[src/rtl/irq_agg_pkg.sv]
package irq_agg_pkg;
   localparam int unsigned CTRL_EDGE_BIT = 3;
   localparam int unsigned CTRL_HOLD_BIT = 5;
   localparam int unsigned OFS_CAUSE     = 32'h00;
   localparam int unsigned OFS_MASK      = 32'h10;
   localparam int unsigned OFS_CTRL      = 32'h28;

   typedef enum logic [1:0] {
      SEL_NONE  = 2'd0,
      SEL_CAUSE = 2'd1,
      SEL_MASK  = 2'd2,
      SEL_CTRL  = 2'd3
   } reg_sel_e;
endpackage

[src/rtl/irq_agg_sync.sv]
module irq_agg_sync #(
   parameter int unsigned WIDTH  = 32,
   parameter int unsigned STAGES = 2
) (
   input  logic             clk,
   input  logic             rst_n,
   input  logic [WIDTH-1:0] async_in,
   output logic [WIDTH-1:0] sync_out
);
   if (STAGES < 2) begin : g_bad_stages
      $error("irq_agg_sync: STAGES must be at least 2");
   end

   logic [WIDTH-1:0] pipe_q [STAGES];

   always_ff @(posedge clk) begin
      if (!rst_n) begin
         for (int s = 0; s < STAGES; s++) pipe_q[s] <= '0;
      end else begin
         pipe_q[0] <= async_in;
         for (int s = 1; s < STAGES; s++) pipe_q[s] <= pipe_q[s-1];
      end
   end

   assign sync_out = pipe_q[STAGES-1];
endmodule

[src/rtl/irq_agg_capture.sv]
module irq_agg_capture #(
   parameter int unsigned WIDTH = 32
) (
   input  logic             clk,
   input  logic             rst_n,
   input  logic             edge_mode,
   input  logic [WIDTH-1:0] sync_in,
   output logic [WIDTH-1:0] set_vec
);
   logic [WIDTH-1:0] prev_q;

   always_ff @(posedge clk) begin
      if (!rst_n) prev_q <= '0;
      else        prev_q <= sync_in;
   end

   always_comb begin
      if (edge_mode) set_vec = sync_in & ~prev_q;
      else           set_vec = sync_in;
   end

   // in edge mode a line cannot raise a set request two cycles running
   a_r4_edge_single: assert property (@(posedge clk) disable iff (!rst_n)
      (edge_mode && $past(edge_mode)) |-> ((set_vec & $past(set_vec)) == '0));
endmodule

[src/rtl/irq_agg_regs.sv]
module irq_agg_regs
   import irq_agg_pkg::*;
#(
   parameter int unsigned N_SRC  = 32,
   parameter int unsigned ADDR_W = 32,
   parameter int unsigned DATA_W = 32
) (
   input  logic              clk,
   input  logic              rst_n,
   input  logic              req_valid,
   input  logic              req_write,
   input  logic [ADDR_W-1:0] req_addr,
   input  logic [DATA_W-1:0] req_wdata,
   input  logic [N_SRC-1:0]  set_vec,
   output logic [N_SRC-1:0]  cause,
   output logic [N_SRC-1:0]  mask,
   output logic              edge_mode,
   output logic [DATA_W-1:0] rsp_rdata
);
   if (N_SRC != DATA_W) begin : g_bad_width
      $error("irq_agg_regs: N_SRC must equal DATA_W");
   end
   if (DATA_W <= CTRL_HOLD_BIT) begin : g_bad_ctrl
      $error("irq_agg_regs: DATA_W too narrow for control bits");
   end

   reg_sel_e          sel;
   logic              wr_cause, wr_mask, wr_ctrl, rd_en;
   logic [N_SRC-1:0]  cause_q, mask_q;
   logic              edge_q, hold_q;
   logic [DATA_W-1:0] ctrl_view, rd_mux;

   always_comb begin
      if (req_addr == ADDR_W'(OFS_CAUSE))     sel = SEL_CAUSE;
      else if (req_addr == ADDR_W'(OFS_MASK)) sel = SEL_MASK;
      else if (req_addr == ADDR_W'(OFS_CTRL)) sel = SEL_CTRL;
      else                                    sel = SEL_NONE;
   end

   assign wr_cause = req_valid && req_write && (sel == SEL_CAUSE);
   assign wr_mask  = req_valid && req_write && (sel == SEL_MASK);
   assign wr_ctrl  = req_valid && req_write && (sel == SEL_CTRL);
   assign rd_en    = req_valid && !req_write;

   always_ff @(posedge clk) begin
      if (!rst_n) begin
         cause_q <= '0;
         mask_q  <= '1;
         edge_q  <= 1'b0;
         hold_q  <= 1'b0;
      end else begin
         cause_q <= (wr_cause ? (cause_q & req_wdata) : cause_q) | set_vec;
         if (wr_mask) mask_q <= req_wdata;
         if (wr_ctrl) begin
            edge_q <= req_wdata[CTRL_EDGE_BIT];
            hold_q <= req_wdata[CTRL_HOLD_BIT];
         end
      end
   end

   always_comb begin
      ctrl_view                = '0;
      ctrl_view[CTRL_EDGE_BIT] = edge_q;
      ctrl_view[CTRL_HOLD_BIT] = hold_q;
      case (sel)
         SEL_CAUSE: rd_mux = cause_q;
         SEL_MASK:  rd_mux = mask_q;
         SEL_CTRL:  rd_mux = ctrl_view;
         default:   rd_mux = '0;
      endcase
   end

   always_ff @(posedge clk) begin
      if (!rst_n)     rsp_rdata <= '0;
      else if (rd_en) rsp_rdata <= rd_mux;
   end

   assign cause     = cause_q;
   assign mask      = mask_q;
   assign edge_mode = edge_q;

   // a set request always leaves its bit set, whatever software wrote
   a_r6_set_wins: assert property (@(posedge clk) disable iff (!rst_n)
      1'b1 |=> ((cause_q & $past(set_vec)) == $past(set_vec)));
   // without a cause write no latched bit can drop
   a_r7_sticky: assert property (@(posedge clk) disable iff (!rst_n)
      !wr_cause |=> ((cause_q & $past(cause_q)) == $past(cause_q)));
   // a cause write with no competing set leaves exactly the kept bits
   a_r5_ack_clear: assert property (@(posedge clk) disable iff (!rst_n)
      (wr_cause && (set_vec == '0)) |=> (cause_q == $past(cause_q & req_wdata)));
   // a mask write loads the full word
   a_r8_mask_load: assert property (@(posedge clk) disable iff (!rst_n)
      wr_mask |=> (mask_q == $past(req_wdata)));
   // unmapped reads give zero, unmapped writes leave mask and control alone
   a_r1_unmapped_read: assert property (@(posedge clk) disable iff (!rst_n)
      (req_valid && !req_write && sel == SEL_NONE) |=> (rsp_rdata == '0));
   a_r1_unmapped_write: assert property (@(posedge clk) disable iff (!rst_n)
      (req_valid && req_write && sel == SEL_NONE) |=>
         ($stable(mask_q) && $stable(edge_q) && $stable(hold_q)));
endmodule

[src/rtl/irq_aggregator.sv]
module irq_aggregator #(
   parameter int unsigned N_SRC       = 32,
   parameter int unsigned ADDR_W      = 32,
   parameter int unsigned DATA_W      = 32,
   parameter int unsigned SYNC_STAGES = 2
) (
   input  logic              clk,
   input  logic              rst_n,
   input  logic [N_SRC-1:0]  irq_in,
   input  logic              req_valid,
   input  logic              req_write,
   input  logic [ADDR_W-1:0] req_addr,
   input  logic [DATA_W-1:0] req_wdata,
   output logic [DATA_W-1:0] rsp_rdata,
   output logic              irq_out
);
   logic [N_SRC-1:0] sync_in, set_vec, cause, mask;
   logic             edge_mode;

   irq_agg_sync #(.WIDTH(N_SRC), .STAGES(SYNC_STAGES)) u_sync (
      .clk      (clk),
      .rst_n    (rst_n),
      .async_in (irq_in),
      .sync_out (sync_in)
   );

   irq_agg_capture #(.WIDTH(N_SRC)) u_capture (
      .clk       (clk),
      .rst_n     (rst_n),
      .edge_mode (edge_mode),
      .sync_in   (sync_in),
      .set_vec   (set_vec)
   );

   irq_agg_regs #(.N_SRC(N_SRC), .ADDR_W(ADDR_W), .DATA_W(DATA_W)) u_regs (
      .clk       (clk),
      .rst_n     (rst_n),
      .req_valid (req_valid),
      .req_write (req_write),
      .req_addr  (req_addr),
      .req_wdata (req_wdata),
      .set_vec   (set_vec),
      .cause     (cause),
      .mask      (mask),
      .edge_mode (edge_mode),
      .rsp_rdata (rsp_rdata)
   );

   assign irq_out = |(cause & ~mask);

   // the output can only fall after software touched a register
   a_r9_fall_needs_write: assert property (@(posedge clk) disable iff (!rst_n)
      $fell(irq_out) |-> $past(req_valid && req_write));
   // nothing pending can reach the output while every line is masked
   a_r2_all_masked_quiet: assert property (@(posedge clk) disable iff (!rst_n)
      (mask == '1) |-> !irq_out);
endmodule

[config.mk]
export PLATFORM = sky130hd
export DESIGN_NAME = irq_aggregator
export DESIGN_NICKNAME = d
export VERILOG_FILES = /design/src/rtl/irq_agg_pkg.sv /design/src/rtl/irq_agg_sync.sv /design/src/rtl/irq_agg_capture.sv /design/src/rtl/irq_agg_regs.sv /design/src/rtl/irq_aggregator.sv
export SDC_FILE = /design/constraint.sdc
export NUM_CORES = 1
export LEC_CHECK = 0
export BUFFER_PORTS_ARGS = -buffer_cell sky130_fd_sc_hd__buf_2
export CORE_MARGIN = 1.5
export CORE_UTILIZATION = 55
export DETAILED_ROUTE_END_ITERATION = 16
export PLACE_DENSITY = 0.8
export SETUP_SLACK_MARGIN = 0.2
export SYNTH_ARGS = -nofsm -noshare
export SYNTH_HDL_FRONTEND = slang
export SYNTH_SLANG_ARGS = --single-unit
export TNS_END_PERCENT = 5
[constraint.sdc]
create_clock -name clk -period 5.9 [get_ports clk]
set_input_delay 1.475 -clock clk [delete_from_list [all_inputs] [get_ports clk]]
set_output_delay 1.475 -clock clk [all_outputs]
set_load 0.01 [all_outputs]
==> reports/qor.csv <==
stage,metric,value,unit
clock_network,numCtsBuffers,17,
die,io_pins,133,
power_and_ir_drop,p_seq_frac,0.515,
sta,drv_slew,0,
die,start_util,0.568,
clock_network,post_cts_buffers,0,
global_routing,first_global_vias,4740,
synthesis,synth-seq-cells,194,
clock_network,cts_resized,0,
routing,wl_per_cell,13.6,um
global_routing,grt_max_degree,102,
global_routing,antenna_found_initial,0,
hold_path,hold_depth,1,
hold_path,hold_class,flop to flop,
routing,drc_errors,0,
finish,diodes,0,
run,drv_cap,0,
finish,mostFrequentLayoutCells,"194 x dfxtp_1, 134 x nand2_1, 131 x buf_2",
setup_path,worstPathArrival,3.86,ns
placed_design,gp_congestion,0.882,
clock_network,path_clk_slew,0.07,ns
clock_network,cts_sinks,194,
sta,fmax,285,MHz
power_and_ir_drop,power.switching,0.589,mW
placed_design,io_buffers,132,
power_and_ir_drop,ir_drop,205,uV
sta,setup_viol,0,
power_and_ir_drop,leakage,3.55,nW
clock_network,cts_hold_buf,0,
routing,drt_iter0_drc,386,
synthesis,ys_warn_count,0,
synthesis,syn_area,0.00758,sq mm
finish,drive_gt1_frac,0.217,
global_routing,grt_util_all_layers,0.210,
synthesis,ys_seq_area_frac,0.512,
setup_path,startpoint_type,input pin,
clock_network,clockRootBuffer,clkbuf_16,
synthesis,synthArstFlopShare,0,
routing,via_per_inst,4.98,
sta,setup_tns,0,ns
global_routing,overflow,0,
die,die_area,0.0145,sq mm
sta,relSlewSlack,0.296,
die,rows,42,
sta,hold_viol,0,
power_and_ir_drop,powerDensity,298,mW/mm^2
synthesis,synth_edf_count,0,
power_and_ir_drop,p_int,2.06,mW
clock_network,clock_latency,0.42,ns
clock_network,cts_tree,done,
global_routing,grt_pass1_wl,23700,um
sta,fin_skew,0.00603,ns
setup_path,end_kind,flop,
routing,routed-via-count,5540,
finish,nets,1024,
finish,final_common_cell,dfxtp_1,
finish,area_delta_synth_final,17.0,%
setup_path,crit_fanout,34,
synthesis,syn_nets,918,
power_and_ir_drop,pwr-share-clk,0.428,
setup_path,worst-endpoint-required,6.25,ns
die,die_height,120,um
setup_path,crit_type,input pin to flop,
die,dieWidth,120,um
routing,drtPass1Iterations,5,
power_and_ir_drop,swShare,0.222,
synthesis,synth_cell_types,29,
sta,fin_hold_ws,0.428,ns
synthesis,yosys_most_used_dff,dfxtp_1,
setup_path,worstRegToRegCells,2,
synthesis,syn_avg_cell_area,9.27,sq um
synthesis,netlist_instances,818,
sta,min_period,3.51,ns
outcome,status,completed,
sta,worst-slew-pin-transition,1.05,ns
sta,min_period_over_period,0.595,
clock_network,htreeDepth,4,
sta,rsz0062_at_grt,false,
routing,ant_nets,0,
placed_design,dp_hpwl,10400,um
die,coreArea,0.0133,sq mm
routing,drt_wl_total,15100,um
power_and_ir_drop,p_comb_frac,0.056,
clock_network,clockBufferDepth,2,
==> worst max-delay path, cell delays in order <==
cell,delay [ns]
buf_2,0.09
or4_4,0.53
or4_1,0.53
buf_4,0.27
nor4_4,0.17
buf_4,0.51
mux2i_1,0.26
==> worst paths after layout <==
| check | startpoint | end | slack, ns |
|---|---|---|---|
| setup / recovery | req_addr[22] | u_regs.mask[0]$_SDFFE_PN1P_ | 2.39 |
| hold / removal | u_sync.pipe_q[0][18]$_SDFF_PN0_ | u_sync.pipe_q[0][50]$_SDFF_PN0_ | 0.43 |
| setup reg to reg | u_regs.edge_mode$_SDFFE_PN0P_ | u_regs.rsp_rdata[3]$_SDFFE_PN0P_ | 4.37 |
| hold reg to reg | u_sync.pipe_q[0][18]$_SDFF_PN0_ | u_sync.pipe_q[0][50]$_SDFF_PN0_ | 0.43 |
==> layout make-up <==
class                           instances  area, sq um
Inverter                               34          128
Tap cell                              176          220
Timing Repair Buffer                  139          716
Clock buffer                           18          439
Multi-Input combinational cell        538         3340
Fill cell                            1151         4470
Clock inverter                         14          154
Sequential cell                       194         3880
==> power by group through the flow <==
stage	logic, mW	clock network [mW]	registers (mW)
2_1_floorplan	0.0915	0	1.39
3_3_place_gp	0.147	0	1.39
3_5_place_dp	0.148	0	1.39
4_1_cts	0.149	1.15	1.36
5_1_grt	0.166	1.21	1.37
6_report	0.149	1.13	1.36
==> cell usage after synthesis (all sizes together), types with 2 or more instances <==
library cell	number	area share
dfxtp	194	0.51
nand2	134	0.066
and2	96	0.079
mux2i	64	0.084
nor2b	64	0.053
o21ai	64	0.056
clkbuf	43	0.021
nor2	36	0.018
inv	34	0.017
nor4b	34	0.039
o22ai	16	0.013
nor4	10	0.010
buf	9	0.011
or4	6	0.0069
nand3	4	0.0026
a22o	2	0.0023
a32o	2	0.0026
==> cells by family (layout without fill, tap and decap cells) <==
family / after synthesis / count (layout) / share of synthesized area
buf+inv: 86 / 205 / 0.0487
compound gates: 85 / 85 / 0.0752
flops: 194 / 194 / 0.512
simple gates: 389 / 389 / 0.280
mux: 64 / 64 / 0.0845
==> state kept, by name, indices dropped and copies added, names as in the netlist <==
| signal | flops |
|---|---|
| u_regs.rsp_rdata | 32 |
| u_regs.hold_q | 1 |
| u_sync.pipe_q | 64 |
| u_regs.mask | 32 |
| u_regs.edge_mode | 1 |
| u_capture.prev_q | 32 |
| u_regs.cause | 32 |
==> layer usage <==
metal  vias up  GRT usage  wire (um)
li1       2895          -          -
met1      2438      0.291       7250
met2       164      0.306       6460
met3        43     0.0425        785
met4         0      0.119        602
met5         -          0          0
==> stage by stage <==
step                      setup WS (ns)  std cells  area (sq um)   util  power, mW
final                              2.39       1113          8880  0.665       2.65
after global routing               2.30       1113          8880  0.665       2.74
after CTS                          2.41       1113          8880  0.665       2.67
after detailed placement           1.97       1081          8280  0.621       1.54
after global placement             2.04       1081          8280  0.621       1.54
after floorplan                    2.48        818          7580      -       1.48
Power figures use the tool's default switching activity.
